<file path="src/rtl/tss_pkg.sv">
// Package: shared types for the tag start-up sequencer.
// Assumes: nothing beyond IEEE 1800-2017.
package tss_pkg;

    // Phases of the start-up sequence
    typedef enum logic [2:0] {
        ST_OFF  = 3'd0,   // held in or just out of reset
        ST_CFG  = 3'd1,   // configuration window, counting ticks
        ST_WAIT = 3'd2,   // window over, word not yet returned
        ST_HOLD = 3'd3,   // extra damping hold
        ST_RDY  = 3'd4    // start-up complete
    } tss_state_e;

endpackage

</file>
<file path="src/rtl/tss_tick_counter.sv">
// Module: tss_tick_counter
// Counts field-clock strobes while enabled and flags the strobe that
// reaches a run-time limit. The owner clears it on every phase change.
// Assumes: limit is at least 1 and fits in CNT_W bits.
module tss_tick_counter #(
    parameter int CNT_W = 14
) (
    input  logic             clk,
    input  logic             rst_n,
    input  logic             clr,
    input  logic             en,
    input  logic             tick,
    input  logic [CNT_W-1:0] limit,
    output logic             done
);

    logic [CNT_W-1:0] cnt_q;

    // Count strobes in the active phase; clear takes priority
    always_ff @(posedge clk) begin
        if (!rst_n) begin
            cnt_q <= '0;
        end else if (clr) begin
            cnt_q <= '0;
        end else if (en && tick) begin
            cnt_q <= cnt_q + 1'b1;
        end
    end

    // Terminal strobe: this tick is the limit-th one of the phase
    always_comb begin
        done = en && tick && (cnt_q == (limit - 1'b1));
    end

endmodule

</file>
<file path="src/rtl/tss_cfg_fetch.sv">
// Module: tss_cfg_fetch
// Issues the single read of the configuration block, holds the request
// until the memory answers, captures the word and presents the
// delay-enable bit. The bit is taken straight from the read bus in the
// cycle the word arrives, so the caller can decide in that cycle.
// Assumes: memory answers with a one-cycle valid strobe; a valid strobe
// without an outstanding request is ignored.
module tss_cfg_fetch #(
    parameter int DATA_W   = 32,
    parameter int ADDR_W   = 4,
    parameter int CFG_ADDR = 0,
    parameter int DLY_BIT  = 4
) (
    input  logic              clk,
    input  logic              rst_n,
    input  logic              start,
    input  logic              mem_valid,
    input  logic [DATA_W-1:0] mem_rdata,
    output logic              mem_req,
    output logic [ADDR_W-1:0] mem_addr,
    output logic              word_have,
    output logic              word_arrive,
    output logic              dly_bit
);

    logic              req_q;
    logic              have_q;
    logic [DATA_W-1:0] word_q;
    logic              unused_word;

    // Handshake state and word capture register
    always_ff @(posedge clk) begin
        if (!rst_n) begin
            req_q  <= 1'b0;
            have_q <= 1'b0;
            word_q <= '0;
        end else if (start) begin
            req_q  <= 1'b1;
            have_q <= 1'b0;
        end else if (word_arrive) begin
            req_q  <= 1'b0;
            have_q <= 1'b1;
            word_q <= mem_rdata;
        end
    end

    // Arrival only counts against an outstanding request
    always_comb begin
        word_arrive = req_q && mem_valid;
    end

    // Delay bit: stored copy once held, read bus in the arrival cycle
    always_comb begin
        dly_bit = have_q ? word_q[DLY_BIT] : mem_rdata[DLY_BIT];
    end

    assign mem_req     = req_q;
    assign mem_addr    = ADDR_W'(CFG_ADDR);
    assign word_have   = have_q;
    assign unused_word = ^word_q;

endmodule

</file>
<file path="src/rtl/tss_ctrl.sv">
// Module: tss_ctrl
// Phase controller of the start-up sequence. Chooses the next phase from
// the tick counter, the fetch status and the delay bit. Drives the
// registered damping and ready outputs from the next phase, so both
// change on the same edge as the phase itself.
// Assumes: cnt_done is only raised in the CFG and HOLD phases.
module tss_ctrl
    import tss_pkg::*;
(
    input  logic clk,
    input  logic rst_n,
    input  logic cnt_done,
    input  logic word_have,
    input  logic word_arrive,
    input  logic dly_bit,
    output logic fetch_start,
    output logic cnt_clr,
    output logic cnt_en,
    output logic cnt_sel_hold,
    output logic damp_on,
    output logic ready
);

    tss_state_e state_q;
    tss_state_e state_d;
    logic       damp_q;
    logic       ready_q;
    tss_state_e after_cfg;

    // Phase that follows once the configuration word is known
    always_comb begin
        after_cfg = dly_bit ? ST_HOLD : ST_RDY;
    end

    // Next-phase selection
    always_comb begin
        state_d = state_q;
        case (state_q)
            ST_OFF:  state_d = ST_CFG;
            ST_CFG: begin
                if (cnt_done) begin
                    state_d = (word_have || word_arrive) ? after_cfg : ST_WAIT;
                end
            end
            ST_WAIT: begin
                if (word_arrive) begin
                    state_d = after_cfg;
                end
            end
            ST_HOLD: begin
                if (cnt_done) begin
                    state_d = ST_RDY;
                end
            end
            ST_RDY:  state_d = ST_RDY;
            default: state_d = ST_OFF;
        endcase
    end

    // Phase register and registered outputs
    always_ff @(posedge clk) begin
        if (!rst_n) begin
            state_q <= ST_OFF;
            damp_q  <= 1'b0;
            ready_q <= 1'b0;
        end else begin
            state_q <= state_d;
            damp_q  <= (state_d == ST_CFG) || (state_d == ST_WAIT) ||
                       (state_d == ST_HOLD);
            ready_q <= (state_d == ST_RDY);
        end
    end

    // Counter and fetch control derived from the current phase
    always_comb begin
        fetch_start  = (state_q == ST_OFF);
        cnt_en       = (state_q == ST_CFG) || (state_q == ST_HOLD);
        cnt_sel_hold = (state_q == ST_HOLD);
        cnt_clr      = (state_d != state_q);
    end

    assign damp_on = damp_q;
    assign ready   = ready_q;

endmodule

</file>
<file path="src/rtl/tag_startup_seq.sv">
// Module: tag_startup_seq (top)
// Power-up sequencer of a passive tag: after reset release it damps the
// coil, fetches the configuration word of block 0, counts the
// configuration window and an optional long hold, then raises ready.
// Assumes: field_tick is a single-cycle strobe synchronous to clk; the
// reset input already reflects an adequate supply level.
module tag_startup_seq #(
    parameter int CFG_CLKS  = 192,
    parameter int HOLD_CLKS = 8190,
    parameter int DATA_W    = 32,
    parameter int ADDR_W    = 4,
    parameter int CFG_ADDR  = 0,
    parameter int DLY_BIT   = 4
) (
    input  logic              clk,
    input  logic              rst_n,
    input  logic              field_tick,
    output logic              mem_req,
    output logic [ADDR_W-1:0] mem_addr,
    input  logic              mem_valid,
    input  logic [DATA_W-1:0] mem_rdata,
    output logic              damp_on,
    output logic              ready
);

    localparam int MAX_CLKS = (CFG_CLKS > HOLD_CLKS) ? CFG_CLKS : HOLD_CLKS;
    localparam int CNT_W    = $clog2(MAX_CLKS + 1);
    localparam logic [CNT_W-1:0] CFG_LIM  = CNT_W'(CFG_CLKS);
    localparam logic [CNT_W-1:0] HOLD_LIM = CNT_W'(HOLD_CLKS);

    logic             fetch_start;
    logic             word_have;
    logic             word_arrive;
    logic             dly_bit;
    logic             cnt_clr;
    logic             cnt_en;
    logic             cnt_sel_hold;
    logic             cnt_done;
    logic [CNT_W-1:0] cnt_limit;

    // Window length for the phase being counted
    always_comb begin
        cnt_limit = cnt_sel_hold ? HOLD_LIM : CFG_LIM;
    end

    tss_cfg_fetch #(
        .DATA_W  (DATA_W),
        .ADDR_W  (ADDR_W),
        .CFG_ADDR(CFG_ADDR),
        .DLY_BIT (DLY_BIT)
    ) u_fetch (
        .clk        (clk),
        .rst_n      (rst_n),
        .start      (fetch_start),
        .mem_valid  (mem_valid),
        .mem_rdata  (mem_rdata),
        .mem_req    (mem_req),
        .mem_addr   (mem_addr),
        .word_have  (word_have),
        .word_arrive(word_arrive),
        .dly_bit    (dly_bit)
    );

    tss_tick_counter #(
        .CNT_W(CNT_W)
    ) u_count (
        .clk  (clk),
        .rst_n(rst_n),
        .clr  (cnt_clr),
        .en   (cnt_en),
        .tick (field_tick),
        .limit(cnt_limit),
        .done (cnt_done)
    );

    tss_ctrl u_ctrl (
        .clk         (clk),
        .rst_n       (rst_n),
        .cnt_done    (cnt_done),
        .word_have   (word_have),
        .word_arrive (word_arrive),
        .dly_bit     (dly_bit),
        .fetch_start (fetch_start),
        .cnt_clr     (cnt_clr),
        .cnt_en      (cnt_en),
        .cnt_sel_hold(cnt_sel_hold),
        .damp_on     (damp_on),
        .ready       (ready)
    );

endmodule

</file>
<file path="config.mk">
export PLATFORM = sky130hd
export DESIGN_NAME = tag_startup_seq
export DESIGN_NICKNAME = d
export VERILOG_FILES = /design/src/rtl/tss_pkg.sv /design/src/rtl/tss_tick_counter.sv /design/src/rtl/tss_cfg_fetch.sv /design/src/rtl/tss_ctrl.sv /design/src/rtl/tag_startup_seq.sv
export SDC_FILE = /design/constraint.sdc
export NUM_CORES = 1
export LEC_CHECK = 0
export BUFFER_PORTS_ARGS = -buffer_cell sky130_fd_sc_hd__buf_4
export CAP_MARGIN = 20
export CORE_ASPECT_RATIO = 0.8
export CORE_UTILIZATION = 45
export DETAILED_ROUTE_END_ITERATION = 16
export PLACE_DENSITY = 0.82
export SETUP_SLACK_MARGIN = 0.15
export SYNTH_ARGS = -nofsm -noshare
export SYNTH_HDL_FRONTEND = slang
export SYNTH_HIERARCHICAL = 1
export SYNTH_SLANG_ARGS = --single-unit
</file>
<file path="constraint.sdc">
create_clock -name clk -period 4.99 [get_ports clk]
set_clock_uncertainty 0.1 [all_clocks]
set_input_delay 0.7485 -clock clk [delete_from_list [all_inputs] [get_ports clk]]
set_output_delay 0.7485 -clock clk [all_outputs]
set_load 0.02 [all_outputs]
</file>
==> flow_metrics.tcl <==
set metrics [dict create \
    synth.area.mux_share_pct 2.741 \
    grt_pass1_wl_um 4802 \
    placed_area_um2 1603 \
    hold_path.class "flop to flop" \
    relSlewSlack_pct 59.21 \
    syn_to_final_growth_pct 9.468 \
    synth.distinct_cells 49 \
    power_density_nw_per_um2 194.5 \
    fp.dieW_um 66.69 \
    ctsHoldBuffers 0 \
    tightest_slew_ps 610.6 \
    portBuffers 7 \
    setup_viol 0 \
    ir_drop_mv 0.2190 \
    grt_max_degree 46 \
    status "finished clean" \
    crit_fanout 13 \
    fin_total_pwr_w 0.0003207 \
    num-nets-final 237 \
    setup_tns_ps 0 \
    dieArea_um2 3585 \
    startpoint_type "flop" \
    synth_area_um2 1506 \
    clk_path_buf_depth 2 \
    firstDrtPassIters 4 \
    drc 0 \
    drt_iter0_drc 59 \
    synthAdderAreaFrac_pct 1.661 \
    pin_count 43 \
    final_area_um2 1649 \
    first_global_vias 1074 \
    synth_edf_count 0 \
    synth_seq_cells 21 \
    min_period_ps 3832 \
    dieHeight_um 53.75 \
    ys_seq_area_share_pct 27.91 \
    tritoncts "done" \
    diodes 0 \
    postSynthCellCount 182 \
    num_rows 18 \
    clock-root-buffer "clkbuf_8" \
    maxSlewViolCount 0 \
    post-cts-setup-buffers 0 \
    synth_area_per_cell_um2 8.277 \
    holdWs_ps 364.6 \
    antenna_found_initial 0 \
    synth_top_family_by_area "simple AND/OR/NAND/NOR gates" \
    gr-total-overflow 0 \
    numCtsBuffers 3 \
    fin_crit_sh_pct 76.80 \
    wl_per_cell_um 11.86 \
    fmaxAchievable_mhz 261.0 \
    ys_async_sr_fraction_pct 0 \
    htreeDepth 1 \
    p_leak_nw 0.6163 \
    yosys_most_used_dff "dfxtp_1" \
    yosys.area_share.simple_pct 25.75 \
    path_clk_slew_ps 80 \
    core_area_um2 3131 \
    crit_arrival_ps 3860 \
    ant_nets 0 \
    place_congestion 0.8328 \
    yosys_warnings 6 \
    final_cell_mix "nor2_1, dfxtp_1, conb_1, xnor2_1" \
    rsz0062_at_grt "no" \
    final_util_pct 52.68 \
    worstSkewPairLatency_ps 260 \
    cts_resized 0 \
    worstSetupPathType "flop to flop" \
    routed_via_density 5.286 \
    synth_xor_area_share_pct 16.69 \
    drive_above_1_share_pct 10.61 \
    vias 1258 \
    wl_um 2822 \
    start_util_pct 48.12 \
    synth_compound_area_share_pct 17.86 \
    worst_ep_required_time_ps 5020 \
    dp_hpwl_um 1992 \
    endpoint_kind "flop" \
    maxCapViolCount 0 \
    finalHoldViolCount 0 \
    track_usage_pct 17.68 \
    clkSinkCount 21 \
]
## Yosys cell counts (3+ instances only)
library cell | instances | area [um^2]
dfxtp_1 | 21 | 420.4
nor2_1 | 21 | 78.83
xnor2_1 | 16 | 140.1
nand2_1 | 10 | 37.54
xor2_1 | 10 | 87.58
a21oi_1 | 7 | 35.03
inv_1 | 7 | 26.28
nand3_1 | 6 | 30.03
nor3_1 | 6 | 30.03
o21ai_0 | 6 | 30.03
buf_4 | 4 | 30.03
nand2b_1 | 4 | 25.02
or3_1 | 4 | 25.02
a31oi_1 | 3 | 18.77
and3_1 | 3 | 18.77
conb_1 | 3 | 11.26
mux2i_1 | 3 | 30.03
nand3b_1 | 3 | 22.52
nor3b_1 | 3 | 22.52
## cells by family (layout without fill, tap and decap cells)
family	Yosys count	after routing
other	3	16
and+or+nand+nor	73	73
DFF	21	21
adders and majority gates	2	2
buffers and inverters	16	19
xor gates and xnor gates	27	27
muxes	4	4
AOI/OAI and AO/OA	36	36
## per-layer routing
layer / track usage, % / share of wire [%] / vias to the layer above
met2: 27.27 / 46 / 22
li1: - / - / 662
met1: 25.87 / 50 / 572
met5: 0 / 0 / -
met3: 1.907 / 3.2 / 2
met4: 5.319 / 0.53 / 0
## power by group
part | switching (W) | internal, W | total (W)
clock network | 0.0000536 | 0.0000555 | 0.000109
logic | 0.0000231 | 0.0000160 | 0.0000391
registers | 0.00000269 | 0.000170 | 0.000172
## path summary, 6_finish.rpt
| kind | slack [ps] | cells past startpoint | start | to |
|---|---|---|---|---|
| worst max register to register | 1160 | 13 | u_ctrl/state_q[1] | u_count/cnt_q[8] |
| worst min register to register | 360 | 2 | u_fetch/word_q[4] | u_fetch/word_q[4] |
| worst min-delay path | 360 | 2 | u_fetch/word_q[4] | u_fetch/word_q[4] |
| worst max-delay path | 1160 | 13 | u_ctrl/state_q[1] | u_count/cnt_q[8] |
## worst max-delay path, stage by stage, from the launching register on
cell	delay [ps]
dfxtp_1	370
inv_1	220
nor3_4	70
inv_1	60
ha_1	260
nor3b_1	560
nand3b_1	150
a2111oi_0	470
o2111ai_1	220
a2111oi_2	410
inv_1	120
a2bb2oi_1	130
nand2b_1	450
nor2_1	110
## cell type report
type / count / area, um^2
Inverter: 7 / 26.28
Timing Repair Buffer: 8 / 60.06
Clock inverter: 1 / 5.005
Clock buffer: 3 / 41.29
Tap cell: 40 / 50.05
Multi-Input combinational cell: 158 / 1046
Sequential cell: 21 / 420.4
Fill cell: 291 / 1481
## stage by stage
step	worst slack, ps	cells
CTS	1162	238
finish	1158	238
floorplan	726.9	195
detailed placement	1190	234
global placement	1260	234
global route	761.6	238
## state kept, by name, indices dropped and copies added, names as in the netlist
name	cells
u_fetch/mem_req	1
u_ctrl/damp_on	1
u_count/cnt_q	13
u_fetch/word_have	1
u_ctrl/ready	1
u_ctrl/state_q	3
u_fetch/word_q	1
(Power assumes the default switching activity.)
